--- config.mk ---
export PLATFORM = sky130hd
export DESIGN_NAME = flash_cmd_ctrl
export DESIGN_NICKNAME = d
export VERILOG_FILES = /design/src/rtl/flash_cmd_pkg.sv /design/src/rtl/flash_cmd_decode.sv /design/src/rtl/flash_cmd_regs.sv /design/src/rtl/flash_cmd_seq.sv /design/src/rtl/flash_cmd_ctrl.sv
export SDC_FILE = /design/constraint.sdc
export NUM_CORES = 1
export LEC_CHECK = 0
export BUFFER_PORTS_ARGS = -buffer_cell sky130_fd_sc_hd__buf_2
export CAP_MARGIN = 20
export CELL_PAD_IN_SITES_DETAIL_PLACEMENT = 1
export CELL_PAD_IN_SITES_GLOBAL_PLACEMENT = 1
export CORE_ASPECT_RATIO = 0.8
export CORE_MARGIN = 2
export CORE_UTILIZATION = 36
export CTS_CLUSTER_SIZE = 20
export DETAILED_ROUTE_END_ITERATION = 8
export PLACE_DENSITY_LB_ADDON = 0.08
export SLEW_MARGIN = 20
export SYNTH_ARGS = -nofsm -noshare
export SYNTH_HDL_FRONTEND = slang
export SYNTH_SLANG_ARGS = --single-unit
--- constraint.sdc ---
create_clock -name clk_i -period 2.45 [get_ports clk_i]
set_clock_uncertainty 0.1 [all_clocks]
set_input_delay 0.245 -clock clk_i [delete_from_list [all_inputs] [get_ports clk_i]]
set_output_delay 0.245 -clock clk_i [all_outputs]
set_load 0.02 [all_outputs]
--- src/rtl/flash_cmd_pkg.sv ---
package flash_cmd_pkg;

  typedef enum logic [1:0] {
    OP_PROG   = 2'd0,
    OP_PAGE   = 2'd1,
    OP_BLOCK  = 2'd2,
    OP_VERIFY = 2'd3
  } fop_e;

  // control register, bit 0 at the bottom
  typedef struct packed {
    logic irq_en;
    logic vfy_dis;
    logic blk_en;
    logic page_en;
    logic prog_en;
  } ctrl_t;

  localparam int REG_W   = $bits(ctrl_t);
  localparam int ST_EERR = 0;
  localparam int ST_PERR = 1;
  localparam int ST_BUSY = 2;
  localparam int ST_FULL = 3;

endpackage

--- src/rtl/flash_cmd_decode.sv ---
module flash_cmd_decode
  import flash_cmd_pkg::*;
#(
  parameter int PAGE_WORDS = 512,
  parameter int MAIN_PAGES = 16,
  parameter int INFO_PAGES = 1,
  localparam int MAIN_WORDS = PAGE_WORDS * MAIN_PAGES,
  localparam int INFO_END   = MAIN_WORDS + PAGE_WORDS * INFO_PAGES,
  localparam int AW         = $clog2(INFO_END),
  localparam int PG_BITS    = $clog2(PAGE_WORDS)
) (
  input  logic          we_i,
  input  ctrl_t         ctrl_i,
  input  logic [AW-1:0] addr_i,
  output logic          act_o,
  output fop_e          op_o,
  output logic [AW-1:0] addr_o,
  output logic          two_step_o
);

  localparam logic [AW:0] MAIN_LIM = (AW+1)'(MAIN_WORDS);
  localparam logic [AW:0] INFO_LIM = (AW+1)'(INFO_END);

  logic in_main, in_info, one_mode;

  assign in_main  = {1'b0, addr_i} < MAIN_LIM;
  assign in_info  = !in_main && ({1'b0, addr_i} < INFO_LIM);
  assign one_mode = $countones({ctrl_i.prog_en, ctrl_i.page_en, ctrl_i.blk_en}) == 1;

  // page erase of the information block is dropped silently
  assign act_o = we_i && one_mode && (in_main || in_info) &&
                 !(ctrl_i.page_en && in_info);

  always_comb begin
    op_o       = OP_PROG;
    addr_o     = addr_i;
    two_step_o = 1'b0;
    if (ctrl_i.page_en) begin
      op_o   = OP_PAGE;
      addr_o = {addr_i[AW-1:PG_BITS], {PG_BITS{1'b0}}};
    end else if (ctrl_i.blk_en) begin
      op_o       = OP_BLOCK;
      addr_o     = in_info ? AW'(MAIN_WORDS) : '0;
      two_step_o = in_info;
    end
  end

endmodule

--- src/rtl/flash_cmd_regs.sv ---
module flash_cmd_regs
  import flash_cmd_pkg::*;
(
  input  logic             clk_i,
  input  logic             rst_ni,
  input  logic             we_i,
  input  logic             addr_i,
  input  logic [REG_W-1:0] wdata_i,
  input  logic             pend_i,
  input  logic             busy_i,
  input  logic             full_i,
  input  logic             set_perr_i,
  input  logic             set_eerr_i,
  output ctrl_t            ctrl_o,
  output logic             eerr_o,
  output logic             perr_o,
  output logic [REG_W-1:0] rdata_o,
  output logic             irq_o
);

  ctrl_t ctrl_q;
  logic  eerr_q, perr_q, full_q;
  logic  st_wr;

  assign st_wr = we_i && addr_i;

  always_ff @(posedge clk_i or negedge rst_ni) begin
    if (!rst_ni) begin
      ctrl_q <= '0;
      eerr_q <= 1'b0;
      perr_q <= 1'b0;
      full_q <= 1'b0;
    end else begin
      if (we_i && !addr_i) begin
        ctrl_q.irq_en <= wdata_i[4];
        if (!pend_i) ctrl_q[3:0] <= wdata_i[3:0];
      end
      eerr_q <= set_eerr_i | (eerr_q & ~(st_wr & wdata_i[ST_EERR]));
      perr_q <= set_perr_i | (perr_q & ~(st_wr & wdata_i[ST_PERR]));
      full_q <= full_i;
    end
  end

  always_comb begin
    rdata_o = ctrl_q;
    if (addr_i) begin
      rdata_o          = '0;
      rdata_o[ST_EERR] = eerr_q;
      rdata_o[ST_PERR] = perr_q;
      rdata_o[ST_BUSY] = busy_i;
      rdata_o[ST_FULL] = full_i;
    end
  end

  assign ctrl_o = ctrl_q;
  assign eerr_o = eerr_q;
  assign perr_o = perr_q;
  assign irq_o  = ctrl_q.irq_en & full_q & ~full_i;

endmodule

--- src/rtl/flash_cmd_seq.sv ---
module flash_cmd_seq
  import flash_cmd_pkg::*;
#(
  parameter int AW = 14,
  parameter int DW = 16
) (
  input  logic          clk_i,
  input  logic          rst_ni,
  input  logic          acc_i,
  input  fop_e          op_i,
  input  logic [AW-1:0] addr_i,
  input  logic [DW-1:0] data_i,
  input  logic          two_i,
  input  logic          vfy_i,
  input  logic          done_i,
  input  logic          fail_i,
  input  logic [DW-1:0] rdata_i,
  output logic          full_o,
  output logic          busy_o,
  output logic          start_o,
  output logic [1:0]    op_o,
  output logic [AW-1:0] addr_o,
  output logic [DW-1:0] data_o,
  output logic          set_perr_o,
  output logic          set_eerr_o
);

  typedef enum logic {S_IDLE, S_WAIT} st_e;

  st_e           st_q;
  logic          buf_v, buf_two, buf_vfy;
  fop_e          buf_op, cur_op;
  logic [AW-1:0] buf_addr, cur_addr;
  logic [DW-1:0] buf_data, cur_data;
  logic          cur_two, cur_vfy, start_q;
  logic          fin, is_prog;

  // single-entry request buffer
  always_ff @(posedge clk_i or negedge rst_ni) begin
    if (!rst_ni) begin
      buf_v    <= 1'b0;
      buf_op   <= OP_PROG;
      buf_addr <= '0;
      buf_data <= '0;
      buf_two  <= 1'b0;
      buf_vfy  <= 1'b0;
    end else if (acc_i) begin
      buf_v    <= 1'b1;
      buf_op   <= op_i;
      buf_addr <= addr_i;
      buf_data <= data_i;
      buf_two  <= two_i;
      buf_vfy  <= vfy_i;
    end else if (st_q == S_IDLE && buf_v) begin
      buf_v <= 1'b0;
    end
  end

  always_ff @(posedge clk_i or negedge rst_ni) begin
    if (!rst_ni) begin
      st_q     <= S_IDLE;
      cur_op   <= OP_PROG;
      cur_addr <= '0;
      cur_data <= '0;
      cur_two  <= 1'b0;
      cur_vfy  <= 1'b0;
      start_q  <= 1'b0;
    end else begin
      start_q <= 1'b0;
      case (st_q)
        S_IDLE: if (buf_v) begin
          cur_op   <= buf_op;
          cur_addr <= buf_addr;
          cur_data <= buf_data;
          cur_two  <= buf_two;
          cur_vfy  <= buf_vfy;
          start_q  <= 1'b1;
          st_q     <= S_WAIT;
        end
        S_WAIT: if (done_i) begin
          if (cur_two) begin
            // information block done, main block follows
            cur_two  <= 1'b0;
            cur_addr <= '0;
            start_q  <= 1'b1;
          end else if (cur_op == OP_PROG && cur_vfy && !fail_i) begin
            cur_op  <= OP_VERIFY;
            start_q <= 1'b1;
          end else begin
            st_q <= S_IDLE;
          end
        end
      endcase
    end
  end

  assign fin        = (st_q == S_WAIT) && done_i;
  assign is_prog    = (cur_op == OP_PROG) || (cur_op == OP_VERIFY);
  assign set_perr_o = fin && is_prog &&
                      (fail_i || (cur_op == OP_VERIFY && rdata_i != cur_data));
  assign set_eerr_o = fin && !is_prog && fail_i;

  assign full_o  = buf_v;
  assign busy_o  = (st_q == S_WAIT);
  assign start_o = start_q;
  assign op_o    = cur_op;
  assign addr_o  = cur_addr;
  assign data_o  = cur_data;

endmodule

--- src/rtl/flash_cmd_ctrl.sv ---
module flash_cmd_ctrl
  import flash_cmd_pkg::*;
#(
  parameter int PAGE_WORDS = 512,
  parameter int MAIN_PAGES = 16,
  parameter int INFO_PAGES = 1,
  parameter int DW         = 16,
  localparam int AW        = $clog2(PAGE_WORDS * (MAIN_PAGES + INFO_PAGES))
) (
  input  logic             clk_i,
  input  logic             rst_ni,
  input  logic             reg_we_i,
  input  logic             reg_addr_i,
  input  logic [REG_W-1:0] reg_wdata_i,
  output logic [REG_W-1:0] reg_rdata_o,
  input  logic             fl_we_i,
  input  logic [AW-1:0]    fl_addr_i,
  input  logic [DW-1:0]    fl_wdata_i,
  output logic             stall_o,
  output logic             irq_o,
  output logic             arr_start_o,
  output logic [1:0]       arr_op_o,
  output logic [AW-1:0]    arr_addr_o,
  output logic [DW-1:0]    arr_data_o,
  input  logic             arr_done_i,
  input  logic             arr_fail_i,
  input  logic [DW-1:0]    arr_rdata_i
);

  ctrl_t         ctrl_q;
  logic          busy, full, pend, req, acc;
  logic          set_perr, set_eerr, eerr, perr;
  fop_e          dec_op;
  logic [AW-1:0] dec_addr;
  logic          dec_two;

  assign pend    = busy | full;
  assign stall_o = req & pend;
  assign acc     = req & ~pend;

  flash_cmd_decode #(
    .PAGE_WORDS(PAGE_WORDS),
    .MAIN_PAGES(MAIN_PAGES),
    .INFO_PAGES(INFO_PAGES)
  ) u_dec (
    .we_i      (fl_we_i),
    .ctrl_i    (ctrl_q),
    .addr_i    (fl_addr_i),
    .act_o     (req),
    .op_o      (dec_op),
    .addr_o    (dec_addr),
    .two_step_o(dec_two)
  );

  flash_cmd_regs u_regs (
    .clk_i     (clk_i),
    .rst_ni    (rst_ni),
    .we_i      (reg_we_i),
    .addr_i    (reg_addr_i),
    .wdata_i   (reg_wdata_i),
    .pend_i    (pend),
    .busy_i    (busy),
    .full_i    (full),
    .set_perr_i(set_perr),
    .set_eerr_i(set_eerr),
    .ctrl_o    (ctrl_q),
    .eerr_o    (eerr),
    .perr_o    (perr),
    .rdata_o   (reg_rdata_o),
    .irq_o     (irq_o)
  );

  flash_cmd_seq #(.AW(AW), .DW(DW)) u_seq (
    .clk_i     (clk_i),
    .rst_ni    (rst_ni),
    .acc_i     (acc),
    .op_i      (dec_op),
    .addr_i    (dec_addr),
    .data_i    (fl_wdata_i),
    .two_i     (dec_two),
    .vfy_i     (~ctrl_q.vfy_dis),
    .done_i    (arr_done_i),
    .fail_i    (arr_fail_i),
    .rdata_i   (arr_rdata_i),
    .full_o    (full),
    .busy_o    (busy),
    .start_o   (arr_start_o),
    .op_o      (arr_op_o),
    .addr_o    (arr_addr_o),
    .data_o    (arr_data_o),
    .set_perr_o(set_perr),
    .set_eerr_o(set_eerr)
  );

endmodule

Yosys cells after proc, flatten, opt, wreduce, memory -nomap -nowiden

Index checks and enable logic that the tools add are counted.

Memories: 0
Register bits: 79
Word-level logic and storage cells: 110
Memory bits (read-only): 0
Memory bits (writable): 0
Input bits: 58
Latch bits: 0
Output and inout port bits: 40

Bitwise operators: 17
Equality and inequality tests: 8
Divide/modulo/power cells: 0
Add/subtract/negate cells: 2
Shifts and indexed selects: 0
$mul: 0
Muxes and demuxes: 29
Reductions and logical operators: 31
$lt $le $gt $ge: 2

Operator list:

| cell                                                  | number |
|---|---|
| 2-to-1 mux 14 bit                                     | 6 |
| adder 32 x 1 -> 32 bit                                | 1 |
| equality test 32 x 2 -> 1 bit (second input constant) | 1 |
| < comparator 14 bit (second input constant)           | 2 |
| one-hot mux 14 bit (2 select lines)                   | 1 |
| logical AND 1 bit                                     | 16 |
| inequality test 16 bit                                | 1 |
| 2-to-1 mux 2 bit                                      | 6 |
| 2-to-1 mux 1 bit                                      | 11 |
| AND 1 bit                                             | 8 |
| inequality test 2 bit (second input constant)         | 4 |
| inverter 1 bit                                        | 6 |
| one-hot mux 1 bit (2 select lines)                    | 3 |
| AND reduction 2 bit                                   | 3 |
| zero test 1 bit                                       | 5 |
| 2-to-1 mux 5 bit                                      | 1 |
| one-hot mux 2 bit (2 select lines)                    | 1 |
| AND reduction 4 bit                                   | 1 |
| logical OR 1 bit                                      | 3 |
| OR 1 bit                                              | 3 |
| AND reduction 3 bit                                   | 1 |
| adder 1 x 1 -> 2 bit                                  | 1 |
| equality test 2 bit (second input constant)           | 1 |
| zero test 2 bit                                       | 1 |
| other kinds (2)                                       | 2 |

Longest topological paths before layout

Word-level depth: 8
Gate-level depth with buffers: 9
Mapped depth without buffers: 8

By module

Synthesis repeated with hierarchy kept, for this count alone.

Cell total of the unflattened synthesis: 251
Area, all modules: 3568.4 um^2

By module, submodules not included:

| module           | area each (um^2) | seq. area each (um^2) | times used | cells an instance |
|---|---|---|---|---|
| flash_cmd_seq    | 2966.6           | 1776.7                | 1          | 192 |
| flash_cmd_regs   | 376.6            | 200.2                 | 1          | 27 |
| flash_cmd_decode | 200.2            | 0.0                   | 1          | 28 |
| flash_cmd_ctrl   | 25.0             | 0.0                   | 1          | 4 |

Worst setup path after synthesis

No wires, ideal clock.

Path kind: reg2reg
Start point: reg u_regs.ctrl_o[1] (netlist name)
End point: reg u_seq.buf_data[0]
Buffers on the path: 1
Slack: 0.095 ns
Period minus slack after synthesis: 2.355 ns
Cell stages (with the launch flop): 10
Data required time: 2.225 ns
Arrival time: 2.130 ns
Library setup time: 0.125 ns
Cell sequence: dfrtp_1 > inv_1 > ha_1 > inv_1 > ha_1 > ha_1 > nor3_1 > nand3_4 > buf_6 > mux2_4

Longest elaborated chain between the ends: 7
Elaborated cells on any way between the ends: 9
Those cells by class: add/sub: 2; eq/ne: 1; bitwise: 1; reduce/logical: 5

Ends and longest elaborated chain:

| what                                         | RTL line               | source |
|---|---|---|
| adder 1 x 1 -> 2 bit (implied by the code)   | flash_cmd_decode.sv:28 | `assign one_mode = $countones({ctrl_i.prog_en, ctrl_i.page_en, ctrl_i.blk_en}) == 1;` |
| adder 32 x 1 -> 32 bit (implied by the code) | flash_cmd_decode.sv:28 |  |
| equality test 32 x 2 -> 1 bit                | flash_cmd_decode.sv:28 |  |
| logical AND 1 bit (2 in a row)               | flash_cmd_decode.sv:31 | `assign act_o = we_i && one_mode && (in_main \|\| in_info) &&` |
| logical AND 1 bit *                          | flash_cmd_decode.sv:31 |  |
| AND 1 bit *                                  | flash_cmd_ctrl.sv:39   | `assign acc = req & ~pend;` |
| end signal: assignment                       | flash_cmd_seq.sv:51    | `buf_data <= data_i;` |
| end: declaration                             | flash_cmd_seq.sv:34    | `logic [DW-1:0] buf_data, cur_data;` |

Every way passes the cells marked *; elsewhere a longest branch is shown, timed or not.
A chain may end at the register's enable or synchronous reset.

Final worst setup path

Start point: reg u_regs.ctrl_o[1] (netlist name)
End point: out stall_o

Longest elaborated chain between the ends: 7
Elaborated cells on any way between the ends: 9
Those cells by class: add/sub: 2; eq/ne: 1; bitwise: 1; reduce/logical: 5

Ends and longest elaborated chain:

| what                                         | RTL line               | source |
|---|---|---|
| adder 1 x 1 -> 2 bit (implied by the code)   | flash_cmd_decode.sv:28 |  |
| adder 32 x 1 -> 32 bit (implied by the code) | flash_cmd_decode.sv:28 |  |
| equality test 32 x 2 -> 1 bit                | flash_cmd_decode.sv:28 |  |
| logical AND 1 bit (2 in a row)               | flash_cmd_decode.sv:31 |  |
| logical AND 1 bit *                          | flash_cmd_decode.sv:31 |  |
| AND 1 bit *                                  | flash_cmd_ctrl.sv:38   | `assign stall_o = req & pend;` |
| end: declaration                             | flash_cmd_ctrl.sv:19   | `output logic stall_o,` |

Marked as above.

==> results.toml <==
[routing]
wirelength_um = 9070
postRouteAntennaNets = 0
wl_per_cell_um = 16.2
vias = 2710
firstDrtPassIters = 4
drc = 0
drt-initial-drc-count = 98
vias_per_cell = 4.83

[sta]
clock.fmax_ghz = 0.424
worst_pin_slew_ps = 690
final.min_clock_period_ps = 2360
finalHoldViolCount = 0
finalCritPeriodShare_pct = 96.2
maxSlewHeadroom_pct = 53.8
slew_viol_final = 0
holdWs_ps = 23.7
setup_viol = 0
setup_tns_ps = 0

[layout]
n_antenna_cell = 0
fin_area_um2 = 4580
fill_cells = 1093
layout_commonest_cell = "buf_2"
layout-drive-gt1-share_pct = 36.2
final_cell_mix = "buf_2, nand2_1, dfrtp_1, inv_1"
final_util_pct = 47.6
areaGrowthSynthToFinish_pct = 28.9
final_nets = 503

[grt]
grt_max_degree = 40
grtUsageTotal_pct = 18.1
grt_pass1_wl_um = 14800
grt_pass1_vias = 2936
grt-ovfl-total = 0
antenna_found_initial = 0

[clock_network]
cts_root_buffer = "clkbuf_16"
path_clk_slew_ps = 50
cts.sinks = 79
clockBufferDepth = 2
clock_latency_ps = 330
cts_tree = "done"
htreeDepth = 3
numCtsBuffers = 9

[worst_setup_path]
cp_num_buf_inv = 4
ff2ff_path_depth = 9
critPathLaunchType = "flop"
critPathKind = "flop to output port"
path_delay_family = "buffers and inverters"
timing.rr.end = "u_seq.buf_addr[4]"
r2r_setup_slack_ps = 200
endpoint_kind = "output port"
cp_slowest_cell = "fa_1"
worstPathRequired_ps = 2110
cp_max_fo = 4
regToRegStartpoint = "u_regs.ctrl_o[1]"
slowest_delay_ps = 410
arrival_ps = 2010
path_cells = "inv_2, buf_12, fa_1, nor3_2, buf_4, nand2_2, nor2_4, buf_6"

[pwr]
comb_power_share_pct = 41.8
powerDensity_nw_per_um2 = 1300
p_switching_mw = 2.28
power_frac_clock_pct = 20.1
ir_drop_mv = 0.533
cell_internal_pwr_mw = 3.68
p_leak_nw = 2.43
p_sw_share_pct = 38.3
seq_power_share_pct = 38.1
p_total_mw = 5.96

[floorplanning]
start_util_pct = 36.9
die_w_um = 115
die_area_um2 = 10700
io_pins = 98
die_y_um = 92.8
rows = 32
core_region_area_um2 = 9610

[place]
placed_area_um2 = 4220
gp_congestion = 0.732
hpwl_um = 6760
io_buffers = 97

[yosys]
yosys_warnings = 0
synth_area_leaders = "dfrtp_1, nand2_1, mux2_4, mux2i_1, xnor2_1"
syn-instance-count = 327
avgSynthCellArea_um2 = 10.9
ys_ff_latch = 79
synth_fp_nets = 392
synth.largest_area_cell = "dfrtp_1"
synth-seq-area-share_pct = 55.7
synth_top_area_share_pct = 55.7
ys_types = 31
syn-cell-area_um2 = 3550

[status]
outcome = "complete, no violations"

[hold_path]
min_to = "u_regs.ctrl_o[2]"
hold_depth = 3
worstHoldPathType = "input port to flop"
hp-start = "reg_wdata_i[2]"

[flow_run]
drv_cap = 0
[logic make-up (layout without fill, tap and decap cells)]
group | count (synthesis) | count (layout) | share of synthesized area [%]
muxes | 38 | 38 | 13.0
AOI/OAI and AO/OA | 34 | 34 | 6.34
DFF | 79 | 79 | 55.7
buffers and inverters | 36 | 151 | 4.26
xor gates and xnor gates | 16 | 16 | 3.95
adders and majority gates | 7 | 7 | 2.68
and+or+nand+nor | 117 | 117 | 14.1
[power by group through the flow]
stage	registers (mW)	logic, mW	clock network [mW]
finish	2.27	2.49	1.20
global route	2.35	2.78	1.28
CTS	2.28	2.45	1.23
detailed placement	2.30	2.41	0
global placement	2.28	2.33	0
floorplan	2.48	1.36	0
[metal layers]
metal | global-route usage (%) | part of all wire (%) | up-vias
met1 | 24.7 | 48 | 1357
met4 | 4.82 | 0.78 | 0
met2 | 29.0 | 47 | 58
met5 | 0 | 0 | -
met3 | 4.32 | 3.9 | 5
li1 | - | - | 1290
[tightest hold or removal path, cell delays in order]
cell and delay, ps:
buf_2 80, nand2_1 40, o21ai_0 60
[registers in the layout, indices dropped and copies added (netlist names)]
signal / cells
u_seq.buf_addr: 14
u_seq.cur_vfy: 1
u_seq.buf_vfy: 1
u_seq.full_o: 1
u_seq.buf_op: 2
u_seq.data_o: 16
u_seq.buf_data: 16
u_regs.full_q: 1
u_seq.busy_o: 1
u_seq.cur_two: 1
u_seq.buf_two: 1
u_seq.op_o: 2
u_regs.eerr_o: 1
u_regs.perr_o: 1
u_seq.addr_o: 14
u_regs.ctrl_o: 5
u_seq.start_o: 1
[stage by stage]
step / setup slack (ps) / instances
floorplan: 94.6 / 327
global placement: 194 / 541
detailed placement: 83.5 / 541
CTS: 22.6 / 558
global route: -16.1 / 561
finish: 93.9 / 561
[cells in the mapped netlist]
library cell	instances
nand2_1	92
dfrtp_1	79
inv_1	22
mux2i_1	16
xnor2_1	16
mux2_4	14
o31ai_1	14
o21ai_0	13
clkbuf_1	11
mux2_2	8
ha_1	6
nor2_1	6
nand4_1	4
nor2b_1	3
a21oi_1	2
and2_1	2
buf_6	2
nand3_1	2
nand3b_1	2
nor3_1	2
a31o_2	1
a32o_1	1
buf_2	1
fa_1	1
nand2b_1	1
nand3_4	1
nor4_1	1
o21ai_2	1
o221ai_1	1
o41ai_1	1
or4_4	1
[worst max path at each step]
stage                         to  cells after the start             start  slack, ps
6_report                 stall_o                      8  u_regs.ctrl_o[1]         90
5_1_grt                  stall_o                      8  u_regs.ctrl_o[1]        -20
4_1_cts                  stall_o                     10  u_regs.ctrl_o[1]         20
3_5_place_dp   u_seq.buf_addr[4]                     11  u_regs.ctrl_o[1]         80
3_3_place_gp   u_seq.buf_addr[1]                     11  u_regs.ctrl_o[1]        190
2_1_floorplan  u_seq.buf_data[0]                      9  u_regs.ctrl_o[1]         90
[what timing repair did]
item	in CTS	in global routing
buffers inserted	1	3
hold buffers	1	0
resized for setup	4	6
setup endpoints to repair	1	3
pin swaps	0	3
hold endpoints to repair	37	0
[area by class of cell]
type / instances / area [µm²] / area share, %
sequential: 79 / 1980 / 43.2
timing repair buffer: 114 / 649 / 14.2
clock inverter: 4 / 22.5 / 0.492
tap: 119 / 149 / 3.25
inverter: 22 / 82.6 / 1.80
clock buffer: 11 / 243 / 5.30
multi-input combinational: 212 / 1450 / 31.7
No activity file was read; power rests on OpenSTA's default activity.
